===== src/rtl/tdd_rf_pkg.sv =====
package tdd_rf_pkg;
  localparam int unsigned DLY_W  = 16;
  localparam int unsigned RXC_W  = 2;
  typedef logic [RXC_W-1:0] rx_code_t;
  localparam rx_code_t RX_ISOLATE = 2'b11;
endpackage


===== src/rtl/tdd_delay_engine.sv =====
module tdd_delay_engine #(
  parameter int unsigned CNT_W = tdd_rf_pkg::DLY_W
) (
  input  logic             clk,
  input  logic             rst_n,
  input  logic             smpl_stb,
  input  logic             tx_active,
  input  logic [CNT_W-1:0] on_delay,
  input  logic [CNT_W-1:0] off_delay,
  output logic             tdd_q
);
  localparam int unsigned SUM_W = CNT_W + 1;

  logic [CNT_W-1:0] cnt_q, cnt_d;
  logic             tdd_d;
  logic [CNT_W-1:0] limit;
  logic [SUM_W-1:0] cnt_inc;
  logic             mismatch;

  always_comb begin
    mismatch = (tx_active != tdd_q);
    limit    = tdd_q ? off_delay : on_delay;
    cnt_inc  = {1'b0, cnt_q} + SUM_W'(1);
    cnt_d    = cnt_q;
    tdd_d    = tdd_q;
    if (smpl_stb) begin
      if (!mismatch) begin
        cnt_d = '0;
      end else if (cnt_inc >= {1'b0, limit}) begin
        cnt_d = '0;
        tdd_d = ~tdd_q;
      end else begin
        cnt_d = cnt_inc[CNT_W-1:0];
      end
    end
  end

  always_ff @(posedge clk or negedge rst_n) begin
    if (!rst_n) begin
      cnt_q <= '0;
      tdd_q <= 1'b0;
    end else if (smpl_stb) begin
      cnt_q <= cnt_d;
      tdd_q <= tdd_d;
    end
  end


  a_r1_rise_on_strobe: assert property (@(posedge clk) disable iff (!rst_n)
    $rose(tdd_q) |-> ($past(smpl_stb) && $past(tx_active)));

  a_r2_fall_on_strobe: assert property (@(posedge clk) disable iff (!rst_n)
    $fell(tdd_q) |-> ($past(smpl_stb) && !$past(tx_active)));

  a_r3_cancel_clears: assert property (@(posedge clk) disable iff (!rst_n)
    (smpl_stb && (tx_active == tdd_q)) |=> (cnt_q == '0) && $stable(tdd_q));

  a_r4_hold_off_strobe: assert property (@(posedge clk) disable iff (!rst_n)
    !smpl_stb |=> ($stable(tdd_q) && $stable(cnt_q)));
endmodule


===== src/rtl/tdd_rf_outputs.sv =====
module tdd_rf_outputs
  import tdd_rf_pkg::*;
(
  input  logic     clk,
  input  logic     rst_n,
  input  logic     tdd_int,
  input  logic     ext_auto,
  input  logic     ext_manual,
  input  logic     ext_invert,
  input  logic     rfsw_auto,
  input  logic     tx_sw_sel,
  input  rx_code_t rx_sw_code,
  output logic     tdd_ext,
  output logic     tx_sw,
  output rx_code_t rx_sw
);
  logic     ext_d, tx_d;
  rx_code_t rx_d;

  always_comb begin
    ext_d = (ext_auto ? tdd_int : ext_manual) ^ ext_invert;
    if (rfsw_auto) begin
      tx_d = tdd_int;
      rx_d = tdd_int ? RX_ISOLATE : rx_sw_code;
    end else begin
      tx_d = tx_sw_sel;
      rx_d = rx_sw_code;
    end
  end

  always_ff @(posedge clk or negedge rst_n) begin
    if (!rst_n) begin
      tdd_ext <= 1'b0;
      tx_sw   <= 1'b0;
      rx_sw   <= '0;
    end else begin
      tdd_ext <= ext_d;
      tx_sw   <= tx_d;
      rx_sw   <= rx_d;
    end
  end


  a_r5_auto_follow: assert property (@(posedge clk) disable iff (!rst_n)
    (ext_auto && !ext_invert) |=> (tdd_ext == $past(tdd_int)));

  a_r6_invert: assert property (@(posedge clk) disable iff (!rst_n)
    (ext_auto && ext_invert) |=> (tdd_ext != $past(tdd_int)));

  a_r7_auto_tx_isolate: assert property (@(posedge clk) disable iff (!rst_n)
    (rfsw_auto && tdd_int) |=> (tx_sw && (rx_sw == RX_ISOLATE)));

  a_r8_static_tx: assert property (@(posedge clk) disable iff (!rst_n)
    !rfsw_auto |=> (tx_sw == $past(tx_sw_sel)));
endmodule


===== src/rtl/tdd_rfsw_ctrl.sv =====
module tdd_rfsw_ctrl
  import tdd_rf_pkg::*;
#(
  parameter int unsigned DW = DLY_W
) (
  input  logic          clk,
  input  logic          rst_n,
  input  logic          smpl_stb,
  input  logic          tx_active,
  input  logic [DW-1:0] on_delay,
  input  logic [DW-1:0] off_delay,
  input  logic          ext_auto,
  input  logic          ext_manual,
  input  logic          ext_invert,
  input  logic          rfsw_auto,
  input  logic          tx_sw_sel,
  input  logic [1:0]    rx_sw_code,
  output logic          tdd_int,
  output logic          tdd_ext,
  output logic          tx_sw,
  output logic [1:0]    rx_sw
);
  logic tdd_state;

  tdd_delay_engine #(.CNT_W(DW)) u_engine (
    .clk       (clk),
    .rst_n     (rst_n),
    .smpl_stb  (smpl_stb),
    .tx_active (tx_active),
    .on_delay  (on_delay),
    .off_delay (off_delay),
    .tdd_q     (tdd_state)
  );

  tdd_rf_outputs u_outputs (
    .clk        (clk),
    .rst_n      (rst_n),
    .tdd_int    (tdd_state),
    .ext_auto   (ext_auto),
    .ext_manual (ext_manual),
    .ext_invert (ext_invert),
    .rfsw_auto  (rfsw_auto),
    .tx_sw_sel  (tx_sw_sel),
    .rx_sw_code (rx_sw_code),
    .tdd_ext    (tdd_ext),
    .tx_sw      (tx_sw),
    .rx_sw      (rx_sw)
  );

  assign tdd_int = tdd_state;
endmodule


===== config.mk =====
export PLATFORM = sky130hd
export DESIGN_NAME = tdd_rfsw_ctrl
export DESIGN_NICKNAME = d
export VERILOG_FILES = /design/src/rtl/tdd_rf_pkg.sv /design/src/rtl/tdd_delay_engine.sv /design/src/rtl/tdd_rf_outputs.sv /design/src/rtl/tdd_rfsw_ctrl.sv
export SDC_FILE = /design/constraint.sdc
export NUM_CORES = 1
export LEC_CHECK = 0
export BUFFER_PORTS_ARGS = -buffer_cell sky130_fd_sc_hd__buf_2
export CORE_ASPECT_RATIO = 0.5
export CORE_MARGIN = 3
export CORE_UTILIZATION = 25
export CTS_BUF_LIST = sky130_fd_sc_hd__clkbuf_16
export DETAILED_ROUTE_END_ITERATION = 10
export GPL_ROUTABILITY_DRIVEN = 0
export PLACE_DENSITY = 0.51
export SYNTH_ARGS = -nofsm -noshare
export SYNTH_HDL_FRONTEND = slang
export SYNTH_HIERARCHICAL = 1
export SYNTH_SLANG_ARGS = --single-unit

===== constraint.sdc =====
create_clock -name clk -period 4.1 [get_ports clk]
set_input_delay 0.615 -clock clk [delete_from_list [all_inputs] [get_ports clk]]
set_output_delay 0.615 -clock clk [all_outputs]
set_load 0.005 [all_outputs]

-- Word-level counts from Yosys, hierarchy flattened
Cells that the tools add are included.
- output and inout port bits: 5
- logic and storage cells: 18
- register bits after elaboration: 21
- equal/unequal tests: 1
- reduce and logical (&&, ||, !) cells: 1
- order comparisons: 1
- bitwise operators: 2
- multiplexer cells: 7
- add/sub/neg operators: 1
- operators with widths (cell ; count):
    $mux 16 ; 3
    $add 16x1->17 const B ; 1
    $ge 17x16->1 ; 1
    $mux 2 ; 2
    $reduce_and 3->1 ; 1
    $mux 1 ; 2
    $ne 1x1->1 ; 1
    $not 1->1 ; 1
    $xor 1x1->1 ; 1

-- Longest topological paths before layout
- depth in word-level cells: 4
- mapped depth: 12
- depth with buffers taken out: 11

-- By module
The synthesis kept the hierarchy.
- by module, submodules not included (module ; instances ; cells an instance ; area each (sq um)):
    tdd_delay_engine ; 1 ; 184 ; 1607.8
    tdd_rf_outputs ; 1 ; 11 ; 143.9

-- Worst setup path after synthesis
No wires, ideal clock.
- path type: flip-flop to flip-flop
- start point: register u_engine.cnt_q[0]
- end point: register u_engine.cnt_q[10]
- buffers on the path: 1
- library setup time: 0.120 ns
- stages on the path, launching flop included: 13
- slack: 1.182 ns
- arrival: 2.799 ns
- cells stage by stage: dfrtp_1 > ha_1 > nand4_2 > or3_4 > nor3_2 > xor2_1 > ha_1 > nand3_1 > nor3_2 > o311ai_1 > buf_2 > and3_1 > a31o_1
- longest elaborated chain between the ends: 4
- RTL lines (what ; RTL line ; RTL):
    from (decl) ; tdd_delay_engine.sv:14 ; logic [CNT_W-1:0] cnt_q, cnt_d;
    from (signal assigned) ; tdd_delay_engine.sv:43 ; cnt_q <= cnt_d;
    $add 16x1->17 (*) ; tdd_delay_engine.sv:23 ; cnt_inc = {1'b0, cnt_q} + SUM_W'(1);
    $ge 17x16->1 ; tdd_delay_engine.sv:29 ; end else if (cnt_inc >= {1'b0, limit}) begin
    $mux 16 (*) ; tdd_delay_engine.sv:29 ;
    $mux 16 (*) ; tdd_delay_engine.sv:27 ; if (!mismatch) begin
Every way passes the cells marked *; elsewhere a longest branch is shown, timed or not.
A chain may end at the register's enable or synchronous reset.

-- Final worst setup path
- start point: register u_engine.cnt_q[0]
- end point: register u_engine.tdd_q
- longest elaborated chain between the ends: 3
- RTL lines (what ; RTL line ; RTL):
    $add 16x1->17 ; tdd_delay_engine.sv:23 ;
    $ge 17x16->1 ; tdd_delay_engine.sv:29 ;
    $reduce_and 3->1 (no line) ; n/a ;
    to (signal assigned) ; tdd_delay_engine.sv:44 ; tdd_q <= tdd_d;
    to (decl) ; tdd_delay_engine.sv:10 ; output logic tdd_q
No other way between the ends.

==> metrics <==
gr usage total 10.84%; Iter 0 DRT Violations 94; Post-DRT Antenna Nets 0; DIE AREA 8108 um2; DR vias 1621; Worst Tran Pin Value 1.232 ns; worst skew pair latency 0.25 ns; Syn Area/Cell 8.983 um2; core outline area 6406 um2; max-cap viol count 0; H-tree Lvls 1; CTS tree yes; Antenna diodes 0; fill count 659; Slowest cell on crit path or3_4; final worst-path cycle share 87.25%; register area 525.5 um2; Hold Buf Count CTS 0; Slew HR 16.59%; worst vdd ir 165.2 uV; CP Capture Type flip-flop; critical path fanouts, max 11; fin nets 303; post-detail-place hpwl 3.509 mm; post-CTS sizing 0; Post-DP Area 2085 um2; RSZ-0062 raised after global routing no; delay-heaviest family, CP simple AND/OR/NAND/NOR gates; distinct cell type count of the synthesized netlist 39; leakage 0.0009885 uW; final instance area ~2200 um2; number of cell rows 20; initial antenna violation count 0; Synth Cell Area ~1800 um2; port buffer count 47; Data required, critical path between 4 and 5 ns; I/O pin count 48; Die X 124.4 um; Max Root-Sink Buffers 2; number of CTS-inserted buffers 3; CTS sink count 21; Commonest cells post-synth 25 x nand2_1, 21 x dfrtp_1, 18 x mux2i_1; area leader, netlist dfrtp_1; critical path class flip-flop to flip-flop; most instantiated library cell after synthesis nand2_1; syn_nets ~260; status completed; grt ovf 0; flip-flop and latch count after synthesis 21; Power Dens Cells 340.2 nW/um2; CP bufs+invs 0; ys async rst share 100.0%; max incr delay on CP approximately 0.45 ns; Max Freq 279.5 MHz; area grow syn2layout 23.50%; startpoint types flip-flop; Synth area leaders dfrtp_1 30%, ha_1 12%, mux2i_1 10%, nand2_1 5.4%, xnor2_1 4.0%; DR WL/cell 13.35 um; # Post-CTS Setup Buffers 0; initial core utilization 27.34%; post-route minimum period 3.577 ns; CTS clk-pin slew, worst paths 0.06 ns; Seq/Total Area, Yosys 30.00%; worst path cell trace ha_1 -> nand4_2 -> or3_4 -> nor3_2 -> xor2_1 -> ha_1 -> nand3_1 -> nor3_2 -> o311ai_1 -> a31oi_1 -> mux2_1; max-slew violations 0; DRC 0; first-pass GRT wire length 7.334 mm; share of layout cells above drive strength 1 24.79%; worst clock skew 0.002848 ns; largest net degree at the start of global routing 22; die height 65.19 um; Final setup viols 0; Root Buffer clkbuf_16; final hold violation count 0; worst min path class primary input to async pin; Setup TNS Final 0 ns; drt via density 4.912; Initial DRT Pass Iterations 4; crit path DAT 3.71 ns; vias in the first global route 1581; EDFF count, synth 0; total wire length 4.404 mm; area occupied by multi-input gates 1146 um2; Syn. warnings 6; top_reg_cell synth dfrtp_1; Cells after Synth slightly below 200; post-synth top area share a little under a third
## kinds of logic (layout without fill, tap and decap cells)
logic type	count (synthesis)	after routing	synth area share, %
fa+ha+maj	17	17	12.14
xor+xnor	11	11	5.500
flops	21	21	30.00
buf+inv	20	67	4.571
mux	20	20	11.57
compound gates	39	39	15.93
simple gates	67	67	20.29
## state kept, by name, indices dropped and copies added, names as in the netlist
name and count:
u_outputs/rx_sw 2, u_engine/tdd_q 1, u_engine/cnt_q 16, u_outputs/tdd_ext 1, u_outputs/tx_sw 1
## through the flow
stage	cells	total power, uW	setup slack [ns]	hold WS (ns)	util, %
floorplan	195	449.2	1.182	0.3194	-
global placement	326	529.7	0.6823	0.5419	32.54
global route	330	796.1	0.2410	0.3616	33.77
finish	330	735.9	0.5225	0.3143	33.77
CTS	330	747.0	0.5077	0.3355	33.77
detailed placement	326	540.4	0.5159	0.5369	32.54
## worst reg2reg max path, delay by kind of cell (launching register included)
family,cells,cell delay (ns)
AO/OA/AOI/OAI,2,0.70
multiplexers,1,0.33
flip-flops,1,0.43
adder cells (fa/ha/maj),2,0.62
AND/OR/NAND/NOR,5,1.26
XOR/XNOR,1,0.11
## cells in the final DEF (no fill, tap or decap), types with 2 or more instances in the layout
| master | synthesis | routed |
|---|---|---|
| buf_2 | 1 | 47 |
| a41oi_1 | 7 | 7 |
| nand4_1 | 7 | 7 |
| buf_4 | 1 | 2 |
| xnor2_1 | 8 | 8 |
| nand4_2 | 2 | 2 |
| nand2b_1 | 2 | 2 |
| mux2i_1 | 18 | 18 |
| ha_1 | 17 | 17 |
| o2bb2ai_1 | 5 | 5 |
| dfrtp_1 | 21 | 21 |
| nand3_1 | 13 | 13 |
| clkbuf_16 | 0 | 3 |
| nand2_1 | 25 | 25 |
| nor2_1 | 6 | 6 |
| xor2_1 | 3 | 3 |
| a21oi_1 | 8 | 8 |
| o21ai_0 | 2 | 2 |
| inv_1 | 14 | 15 |
| nor3_2 | 3 | 3 |
| o22ai_1 | 8 | 8 |
| nor4_1 | 2 | 2 |
| and3_1 | 3 | 3 |
## power by group
group          switching [uW]  internal (uW)  total, uW  leakage (uW)
logic                     146            125        271      0.000666
clock network            73.5            130        203     0.0000423
registers                33.3            228        262      0.000280
## final timing paths
kind	end	slack [ns]	start	depth (start not counted)
max	u_engine/tdd_q$_DFFE_PN0P_	0.52	u_engine/cnt_q[0]$_DFFE_PN0P_	11
min	u_outputs/rx_sw[0]$_DFF_PN0_	0.31	rst_n	1
max reg2reg	u_engine/tdd_q$_DFFE_PN0P_	0.52	u_engine/cnt_q[0]$_DFFE_PN0P_	11
min reg2reg	u_engine/cnt_q[8]$_DFFE_PN0P_	0.55	u_engine/cnt_q[8]$_DFFE_PN0P_	1
max in group asynchronous	u_engine/cnt_q[11]$_DFFE_PN0P_	3.46	rst_n	1
min in group clk	u_outputs/rx_sw[1]$_DFF_PN0_	0.55	rx_sw_code[1]	2
## cell type report
cell class              instances  share of cell area (%)
multi-input cells             154                   52.98
flip-flops and latches         21                   24.29
inverters                      14                   2.429
clock buffers                   3                   3.470
clock inverters                 1                  0.1735
repair buffers                 49                   11.57
well taps                      88                   5.090
## metal layers
metal / up-vias / GRT usage (%) / routed length (um)
met2: 45 / 17.07 / 1879
met1: 747 / 15.41 / 2227
li1: 825 / - / -
met3: 4 / 2.192 / 276
met5: - / 0 / 0
met4: 0 / 2.322 / 21
(Power assumes the default switching activity.)
